<file path="config.mk">
export PLATFORM = sky130hd
export DESIGN_NAME = sysmask_unit
export DESIGN_NICKNAME = d
export VERILOG_FILES = /design/src/rtl/sysmask_pkg.sv /design/src/rtl/sm_decode.sv /design/src/rtl/sm_mask_alu.sv /design/src/rtl/sm_ctrl.sv /design/src/rtl/sysmask_unit.sv
export SDC_FILE = /design/constraint.sdc
export NUM_CORES = 1
export LEC_CHECK = 0
export BUFFER_PORTS_ARGS = -buffer_cell sky130_fd_sc_hd__buf_2
export CORE_ASPECT_RATIO = 0.5
export CORE_MARGIN = 3
export CORE_UTILIZATION = 49
export DETAILED_ROUTE_END_ITERATION = 10
export PLACE_DENSITY = 0.8
export RECOVER_POWER = 100
export SLEW_MARGIN = 10
export SYNTH_ARGS = -nofsm -noshare
export SYNTH_HDL_FRONTEND = slang
export SYNTH_SLANG_ARGS = --single-unit
</file>
<file path="constraint.sdc">
create_clock -name clk -period 4.05 [get_ports clk]
set_clock_uncertainty 0.15 [all_clocks]
set_input_delay 0 -clock clk [delete_from_list [all_inputs] [get_ports clk]]
set_output_delay 0 -clock clk [all_outputs]
set_load 0.1 [all_outputs]
</file>
<file path="src/rtl/sysmask_pkg.sv">
package sysmask_pkg;

   localparam logic [7:0] OPC_AND = 8'hAC;
   localparam logic [7:0] OPC_OR  = 8'hAD;

   localparam logic [7:0] EXC_PRIV = 8'h02;
   localparam logic [7:0] EXC_PROT = 8'h04;
   localparam logic [7:0] EXC_ADDR = 8'h05;
   localparam logic [7:0] EXC_SPEC = 8'h06;

   typedef enum logic {ST_IDLE, ST_STORE} sm_state_e;

   typedef struct packed {
      logic [7:0]  opcode;
      logic [7:0]  imm;
      logic [3:0]  base;
      logic [11:0] disp;
   } sm_insn_t;

   // Length code from the two leading opcode bits.
   function automatic logic [1:0] ilc_of(input logic [7:0] opc);
      case (opc[7:6])
         2'b00:   ilc_of = 2'd1;
         2'b11:   ilc_of = 2'd3;
         default: ilc_of = 2'd2;
      endcase
   endfunction

endpackage

</file>
<file path="src/rtl/sm_decode.sv">
module sm_decode
   import sysmask_pkg::*;
#(
   parameter int ADDR_W = 24
) (
   input  logic [31:0]       insn,
   input  logic [ADDR_W-1:0] gpr_val,
   output logic [3:0]        gpr_sel,
   output logic              is_and,
   output logic              is_or,
   output logic [7:0]        imm,
   output logic [ADDR_W-1:0] ea,
   output logic [1:0]        ilc
);
   localparam int DISP_W = 12;

   sm_insn_t f;
   logic [ADDR_W-1:0] base_v;
   logic [ADDR_W-1:0] disp_x;

   assign f       = sm_insn_t'(insn);
   assign gpr_sel = f.base;
   assign imm     = f.imm;
   assign is_and  = (f.opcode == OPC_AND);
   assign is_or   = (f.opcode == OPC_OR);
   assign ilc     = ilc_of(f.opcode);

   // Base field zero means no base register.
   assign base_v = (f.base == 4'd0) ? '0 : gpr_val;

   generate
      if (ADDR_W > DISP_W) begin : g_wide
         assign disp_x = {{(ADDR_W-DISP_W){1'b0}}, f.disp};
      end else begin : g_exact
         assign disp_x = f.disp[ADDR_W-1:0];
      end
   endgenerate

   // wraps modulo 2^ADDR_W
   assign ea = base_v + disp_x;

endmodule

</file>
<file path="src/rtl/sm_mask_alu.sv">
module sm_mask_alu #(
   parameter logic [7:0] SPEC_BITS     = 8'hBC,
   parameter bit         SPEC_CHECK_EN = 1'b1
) (
   input  logic [7:0] old_mask,
   input  logic [7:0] imm,
   input  logic       op_or,
   input  logic       ec_mode,
   output logic [7:0] new_mask,
   output logic       spec_hit
);
   assign new_mask = op_or ? (old_mask | imm) : (old_mask & imm);

   generate
      if (SPEC_CHECK_EN) begin : g_check
         // Checked after loading: only the OR form, only in EC mode.
         assign spec_hit = op_or && ec_mode && ((new_mask & SPEC_BITS) != 8'h00);
      end else begin : g_nocheck
         logic unused_ok;
         assign unused_ok = ec_mode;
         assign spec_hit  = 1'b0;
      end
   endgenerate

endmodule

</file>
<file path="src/rtl/sm_ctrl.sv">
module sm_ctrl
   import sysmask_pkg::*;
#(
   parameter int ADDR_W = 24
) (
   input  logic              clk,
   input  logic              rst_n,
   input  logic              insn_valid,
   input  logic              is_and,
   input  logic              is_or,
   input  logic              problem_state,
   input  logic [ADDR_W-1:0] ea,
   input  logic [7:0]        imm_in,
   input  logic [1:0]        ilc_in,
   input  logic [7:0]        cur_mask,
   input  logic              mem_ack,
   input  logic              mem_err,
   input  logic              mem_err_prot,
   input  logic              spec_hit,
   output logic              insn_ready,
   output logic              mem_wr_en,
   output logic [ADDR_W-1:0] mem_addr,
   output logic [7:0]        mem_wdata,
   output logic              op_or,
   output logic [7:0]        imm_q,
   output logic              mask_we,
   output logic              done,
   output logic              exc_valid,
   output logic [7:0]        exc_code,
   output logic [1:0]        ilc
);
   sm_state_e state;
   logic      accept;

   assign insn_ready = (state == ST_IDLE);
   assign accept     = insn_ready && insn_valid && (is_and || is_or);
   assign mem_wr_en  = (state == ST_STORE);
   assign mask_we    = (state == ST_STORE) && mem_ack && !mem_err;

   always_ff @(posedge clk) begin
      if (!rst_n) begin
         state     <= ST_IDLE;
         mem_addr  <= '0;
         mem_wdata <= '0;
         op_or     <= 1'b0;
         imm_q     <= '0;
         done      <= 1'b0;
         exc_valid <= 1'b0;
         exc_code  <= '0;
         ilc       <= '0;
      end else begin
         done      <= 1'b0;
         exc_valid <= 1'b0;
         case (state)
            ST_IDLE: begin
               if (accept) begin
                  op_or     <= is_or;
                  imm_q     <= imm_in;
                  ilc       <= ilc_in;
                  mem_addr  <= ea;
                  mem_wdata <= cur_mask;
                  if (problem_state) begin
                     done      <= 1'b1;
                     exc_valid <= 1'b1;
                     exc_code  <= EXC_PRIV;
                  end else begin
                     state <= ST_STORE;
                  end
               end
            end
            ST_STORE: begin
               if (mem_err) begin
                  state     <= ST_IDLE;
                  done      <= 1'b1;
                  exc_valid <= 1'b1;
                  exc_code  <= mem_err_prot ? EXC_PROT : EXC_ADDR;
               end else if (mem_ack) begin
                  state     <= ST_IDLE;
                  done      <= 1'b1;
                  exc_valid <= spec_hit;
                  exc_code  <= spec_hit ? EXC_SPEC : 8'h00;
               end
            end
            default: state <= ST_IDLE;
         endcase
      end
   end

   // write request held stable until a response
   a_r10_wr_held: assert property (@(posedge clk) disable iff (!rst_n)
      (mem_wr_en && !mem_ack && !mem_err) |=> (mem_wr_en && $stable(mem_addr) && $stable(mem_wdata)));

   // an exception is only ever reported with completion
   a_r8_exc_with_done: assert property (@(posedge clk) disable iff (!rst_n)
      exc_valid |-> done);

   // completion is a single-cycle pulse
   a_r8_done_pulse: assert property (@(posedge clk) disable iff (!rst_n)
      done |=> !done || $past(insn_valid));

   // privileged fault never starts a store
   a_r7_no_store: assert property (@(posedge clk) disable iff (!rst_n)
      (insn_ready && insn_valid && problem_state) |=> !mem_wr_en);

endmodule

</file>
<file path="src/rtl/sysmask_unit.sv">
module sysmask_unit #(
   parameter int          ADDR_W        = 24,
   parameter logic [7:0]  RESET_MASK    = 8'h00,
   parameter logic [7:0]  SPEC_BITS     = 8'hBC,
   parameter bit          SPEC_CHECK_EN = 1'b1
) (
   input  logic              clk,
   input  logic              rst_n,
   input  logic              insn_valid,
   input  logic [31:0]       insn,
   output logic              insn_ready,
   input  logic              problem_state,
   input  logic              ec_mode,
   output logic [3:0]        gpr_sel,
   input  logic [ADDR_W-1:0] gpr_val,
   output logic              mem_wr_en,
   output logic [ADDR_W-1:0] mem_addr,
   output logic [7:0]        mem_wdata,
   input  logic              mem_ack,
   input  logic              mem_err,
   input  logic              mem_err_prot,
   output logic [7:0]        sys_mask,
   output logic              done,
   output logic              exc_valid,
   output logic [7:0]        exc_code,
   output logic [1:0]        ilc
);
   initial begin
      assert (ADDR_W >= 12 && ADDR_W <= 64)
         else $error("sysmask_unit: ADDR_W out of range");
   end

   logic              is_and, is_or, op_or, mask_we, spec_hit;
   logic [7:0]        imm_d, imm_q, new_mask;
   logic [ADDR_W-1:0] ea;
   logic [1:0]        ilc_d;
   logic [7:0]        mask_q;

   sm_decode #(.ADDR_W(ADDR_W)) u_dec (
      .insn    (insn),
      .gpr_val (gpr_val),
      .gpr_sel (gpr_sel),
      .is_and  (is_and),
      .is_or   (is_or),
      .imm     (imm_d),
      .ea      (ea),
      .ilc     (ilc_d)
   );

   sm_mask_alu #(.SPEC_BITS(SPEC_BITS), .SPEC_CHECK_EN(SPEC_CHECK_EN)) u_alu (
      .old_mask (mask_q),
      .imm      (imm_q),
      .op_or    (op_or),
      .ec_mode  (ec_mode),
      .new_mask (new_mask),
      .spec_hit (spec_hit)
   );

   sm_ctrl #(.ADDR_W(ADDR_W)) u_ctrl (
      .clk           (clk),
      .rst_n         (rst_n),
      .insn_valid    (insn_valid),
      .is_and        (is_and),
      .is_or         (is_or),
      .problem_state (problem_state),
      .ea            (ea),
      .imm_in        (imm_d),
      .ilc_in        (ilc_d),
      .cur_mask      (mask_q),
      .mem_ack       (mem_ack),
      .mem_err       (mem_err),
      .mem_err_prot  (mem_err_prot),
      .spec_hit      (spec_hit),
      .insn_ready    (insn_ready),
      .mem_wr_en     (mem_wr_en),
      .mem_addr      (mem_addr),
      .mem_wdata     (mem_wdata),
      .op_or         (op_or),
      .imm_q         (imm_q),
      .mask_we       (mask_we),
      .done          (done),
      .exc_valid     (exc_valid),
      .exc_code      (exc_code),
      .ilc           (ilc)
   );

   always_ff @(posedge clk) begin
      if (!rst_n)       mask_q <= RESET_MASK;
      else if (mask_we) mask_q <= new_mask;
   end

   assign sys_mask = mask_q;

   // the stored byte is the unmodified mask
   a_r2_wdata_old: assert property (@(posedge clk) disable iff (!rst_n)
      mem_wr_en |-> (mem_wdata == sys_mask));

   // the AND form can only clear bits
   a_r3_and_clears: assert property (@(posedge clk) disable iff (!rst_n)
      (mem_wr_en && mem_ack && !mem_err && !op_or) |=> ((sys_mask & ~$past(sys_mask)) == 8'h00));

   // the OR form can only set bits
   a_r4_or_sets: assert property (@(posedge clk) disable iff (!rst_n)
      (mem_wr_en && mem_ack && !mem_err && op_or) |=> ((sys_mask & $past(sys_mask)) == $past(sys_mask)));

   // a failed store leaves the mask alone
   a_r5_err_keeps: assert property (@(posedge clk) disable iff (!rst_n)
      (mem_wr_en && mem_err) |=> $stable(sys_mask));

   // outside a store the mask never moves
   a_r9_idle_stable: assert property (@(posedge clk) disable iff (!rst_n)
      !mem_wr_en |=> $stable(sys_mask));

endmodule

</file>
; ---- Word-level counts from Yosys, hierarchy flattened
; Cells that the tools add are included.
[op_classes]
bitwise_logic = 3
magnitude_cmp = 0
multipliers = 0
n_reduce_logical = 13
n_eq_ne = 6
add_sub_neg = 1
n_shift = 0
n_div = 0
muxes = 23
[op_table]
columns = cell, count
row1 = $mux W8, 5
row2 = $add A24 B12 Y24, 1
row3 = $mux W24, 1
row4 = $eq A8 B8 Y1 const B, 2
row5 = $pmux W8 S2, 1
row6 = $mux W1, 11
row7 = $and A8 B8 Y8, 1
row8 = $or A8 B8 Y8, 1
row9 = $reduce_bool A8 Y1, 1
row10 = $logic_and A1 B1 Y1, 6
row11 = $pmux W1 S2, 3
row12 = $logic_not A4 Y1, 1
row13 = $ne A2 B2 Y1 const B, 2
row14 = $pmux W2 S2, 1
row15 = $mux W3, 1
row16 = $ne A3 B3 Y1 const B, 1
row17 = $reduce_and A3 Y1, 1
row18 = $eq A2 B2 Y1 const B, 1
row19 = $logic_not A2 Y1, 1
row20 = $reduce_and A2 Y1, 1
row21 = $logic_not A1 Y1, 1
row22 = $logic_or A1 B1 Y1, 1
row23 = $not A1 Y1, 1
[word_totals]
rom_bits = 0
n_memories = 0
word_cells = 56
latch_bits = 0
register_bits = 62
mem_bits_rw = 0

; ---- Longest topological paths before layout
[logic_depth]
ltp_word = 8
mapped_depth = 14

; ---- Hierarchy
; A second synthesis with hierarchy kept.
[unflattened]
cells_unflattened = 463
area_unflattened_um2 = 3863.7
[modules_own_cells]
columns = mod, cells_per_inst, n_inst, area_per_inst_um2
row1 = sm_ctrl, 235, 1, 2108.3
row2 = sm_decode, 192, 1, 1343.8
row3 = sysmask_unit, 25, 1, 301.5
row4 = sm_mask_alu, 11, 1, 110.1

; ---- Worst setup path after synthesis
; OpenSTA, ideal clock, no wires.
[synth_path]
path_type = in2reg
from = in insn[13]
to = reg u_ctrl.mem_addr[12]
setup_slack_ns = 0.980
arrival_ns = 2.855
cell_stages = 14
cell_sequence = or4_1 > buf_6 > buf_6 > clkbuf_1 > and2_1 > ha_1 > inv_1 > fa_1 > and2b_1 > o2111ai_1 > a21oi_2 > o21a_4 > or4_1 > nand3_1
[synth_between]
elab_chain_cells = 3
[synth_rtl]
columns = element, line
row1 = from (decl), sysmask_unit.sv:10  ; input logic [31:0] insn,
row2 = $logic_not A4 Y1, sm_decode.sv:29  ; assign base_v = (f.base == 4'd0) ? '0 : gpr_val;
row3 = $mux W24, sm_decode.sv:29
row4 = $add A24 B12 Y24, sm_decode.sv:40  ; assign ea = base_v + disp_x;
row5 = to (signal assigned), sm_ctrl.sv:43  ; mem_addr <= '0;
row6 = to (signal assigned), sm_ctrl.sv:60  ; mem_addr <= ea;
row7 = to (decl), sm_ctrl.sv:22  ; output logic [ADDR_W-1:0] mem_addr,
; Every way passes these cells.
; A chain may end at the register's enable or synchronous reset.

; ---- Final worst setup path
[layout_path]
from = in insn[13]
to = reg u_ctrl.mem_addr[23]
; Same word-level chain as after synthesis.

==> impl_metrics.tcl <==
set metrics [dict create \
    status "finished, violations left" \
    violations "max-capacitance violations, max-slew violations" \
    cts_buffer_depth 2 \
    min_period_over_period_pct 86.02 \
    clock_latency_ps 330 \
    cp.arrival_ps 3610 \
    cp-end-kind "flip-flop" \
    synth_ff_type "dfxtp_1" \
    cts_resized 0 \
    antenna_found_initial 0 \
    initial_core_util_pct 53.58 \
    worstSetupPathType "in2reg" \
    via_per_inst 5.299 \
    switching_share_pct 26.09 \
    grt_util_all_layers_pct 24.08 \
    synth_top_family_by_area "simple AND/OR/NAND/NOR gates" \
    seq_power_share_pct 36.1 \
    cp-start-kind "primary input" \
    place.gp.congestion 0.8671 \
    grt_pass1_vias 3165 \
    synthXorXnorAreaFrac_pct 3.382 \
    ir_worst_vdd_mv 0.2485 \
    yosys.area_share.adder_pct 6.280 \
    syn_area_per_cell_um2 8.052 \
    required_ps 4170 \
    cp_max_fo 20 \
    seq_area_frac_synth_pct 36.71 \
    synth-simple-area-share_pct 23.47 \
    placed_cells 569 \
    drt_first_pass_iters 5 \
    synthTopCellsByArea "dfxtp_1 37%, nand2_1 9.4%, a21oi_1 6.6%" \
    fin_crit_ps 3484 \
    drv_cap 1 \
    ys_warn_count 0 \
    max_freq_ghz 0.2870 \
    switchingPower_mw 0.4069 \
    die_w_um 118.6 \
    p_int_mw 1.153 \
    syn_area_mm2 0.003108 \
    synth.ff_latch_count 57 \
    finalMaxSlewViolations 42 \
    drtAntennaViolNets 0 \
    pin_count 122 \
    p_comb_share_pct 15.9 \
    port-buffer-count 116 \
    dr_total_vias 3312 \
    r2r_cells 7 \
    grt_start_max_net_pins 42 \
    cts.sinks 57 \
    area_growth_pct 37.44 \
    rsz0062_at_grt "no" \
    nFillCells 493 \
    synth_top_area_cell "dfxtp_1" \
    layout-drive-gt1-share_pct 17.19 \
    hold_violations 0 \
    yosysMostFrequentCell "nand2_1" \
    diodes 0 \
    slew_headroom_pct -19.89 \
    fp.coreArea_mm2 0.005801 \
    regArea_mm2 0.001141 \
    synth_mux_area_share_pct 0.3221 \
    drtIter0Drc 180 \
    synth-async-reset-ratio_pct 0 \
    synthCells 386 \
    synth_top_area_share_pct 36.71 \
    drc_errors 0 \
    hold_depth 4 \
    layoutNonFillerInstCount 625 \
    htreeDepth 3 \
    pwr_density_cell_mw_per_mm2 365.1 \
    die-area_mm2 0.007392 \
    grt_pass1_wl_mm 14.63 \
    drt-total-wl_mm 8.924 \
    hp-class "in2reg" \
    setup-violations-final 0 \
    synth_cell_types 59 \
    nets 615 \
    cts_tree "yes" \
    root_buffer "clkbuf_16" \
    fin_setup_tns_ps 0 \
    cts_buffers 9 \
    synth_edf_count 0 \
    synth_compound_area_share_pct 22.50 \
    power.leakage_nw 1.700 \
    ys_top_cells_by_count "78 x nand2_1, 57 x dfxtp_1, 41 x a21oi_1" \
    multiInputGateArea_mm2 0.001743 \
    tightest_slew_ps 1798 \
    fp.dieH_um 62.32 \
    post-dp-hpwl_mm 5.887 \
    rows 19 \
    postCtsSetupBuffers 0 \
    wl_per_cell_um 14.28 \
    pwr-share-clk_pct 48.0 \
    clk_pin_slew_worst_paths_ps 50 \
    gr-total-overflow 0 \
]
==> state kept, by name (all words and copies together), names as in the netlist <==
| name | cells |
|---|---|
| sys_mask | 8 |
| u_ctrl.done | 1 |
| u_ctrl.exc_code | 3 |
| u_ctrl.exc_valid | 1 |
| u_ctrl.ilc | 2 |
| u_ctrl.imm_q | 8 |
| u_ctrl.mem_addr | 24 |
| u_ctrl.mem_wdata | 8 |
| u_ctrl.mem_wr_en | 1 |
| u_ctrl.op_or | 1 |
==> worst max-delay path, cell delays in order <==
cell and delay (ps):
buf_2 100, or4_1 710, buf_4 280, and2_1 170
ha_1 350, a21oi_1 100, o21ai_0 260, and2_0 340
nor3_2 130, a2111o_1 400, a31oi_1 180, dlygate4sd3_1 570
==> cells in the final DEF (no fill, tap or decap), types with 3 or more instances in the layout <==
cell | synthesis | routed
nand2_1 | 78 | 78
buf_2 | 2 | 62
clkbuf_1 | 9 | 57
dfxtp_1 | 57 | 57
a21oi_1 | 41 | 43
dlygate4sd3_1 | 0 | 40
o21ai_0 | 26 | 27
nor2_1 | 19 | 19
nand3_1 | 16 | 16
ha_1 | 14 | 14
inv_1 | 12 | 12
and2_1 | 12 | 9
clkbuf_16 | 0 | 9
xor2_1 | 6 | 6
xnor2_1 | 6 | 6
a31oi_1 | 5 | 5
a211oi_1 | 5 | 5
conb_1 | 1 | 5
o311ai_0 | 4 | 4
or4_1 | 3 | 3
and2_0 | 0 | 3
nand4_1 | 3 | 3
o21a_1 | 2 | 3
o2111ai_1 | 3 | 3
a21oi_2 | 5 | 3
and3_1 | 3 | 3
a2111o_1 | 3 | 3
==> final cells by class <==
type                    instances  share of cell area (%)
repair buffers                160                   21.91
inverters                      13                   1.142
clock buffers                  11                   5.682
well taps                      84                   2.460
flip-flops and latches         57                   26.71
clock inverters                 5                   1.289
multi-input cells             295                   40.80
==> power by group through the flow <==
stage	Clock, mW	Combinational [mW]	Sequential (mW)
global route	0.786	0.267	0.563
finish	0.749	0.247	0.563
global placement	0	0.216	0.575
floorplan	0	0.159	0.581
detailed placement	0	0.218	0.575
CTS	0.761	0.248	0.563
==> cells by family after synthesis <==
logic type	after synthesis
buffers and inverters	38
adders and majority gates	15
AOI/OAI and AO/OA	110
muxes	1
and+or+nand+nor	152
other	1
DFF	57
xor gates and xnor gates	12
==> metal layers <==
| metal | wire, um | share of wire [%] | GRT usage [%] | up-vias |
|---|---|---|---|---|
| met5 | 0 | 0 | 0 | - |
| met4 | 183 | 2.1 | 8.802 | 0 |
| met3 | 522 | 5.8 | 6.800 | 18 |
| met2 | 4341 | 49 | 42.12 | 110 |
| met1 | 3875 | 43 | 28.30 | 1535 |
| li1 | - | - | - | 1649 |
==> per-stage QoR <==
stage / util, % / hold WS, ps / worst slack [ps] / instance area (um2) / power [mW]
after floorplan: - / -14.04 / 980.2 / 3123 / 0.7404
after global placement: 63.16 / 96.61 / 898.2 / 3664 / 0.7903
after detailed placement: 63.16 / 98.74 / 823.9 / 3664 / 0.7931
after CTS: 75.19 / 14.28 / 668.0 / 4362 / 1.571
after global routing: 73.64 / 67.51 / 321.7 / 4272 / 1.616
final: 73.64 / 29.01 / 566.1 / 4272 / 1.559
==> worst paths after layout <==
path                                          start                   to  slack, ps
worst max register to register     u_ctrl.mem_wr_en     u_ctrl.exc_valid        820
worst min-delay path                     gpr_val[1]   u_ctrl.mem_addr[1]         30
worst max-delay path                       insn[13]  u_ctrl.mem_addr[23]        570
worst min register to register  u_ctrl.mem_addr[11]  u_ctrl.mem_addr[11]        300
==> timing repair <==
| item | 4_1_cts | 5_1_grt |
|---|---|---|
| setup endpoints to repair | 0 | 0 |
| hold buffers | 40 | 0 |
| endpoints found under the hold margin | 35 | 0 |
(Power assumes the default switching activity.)
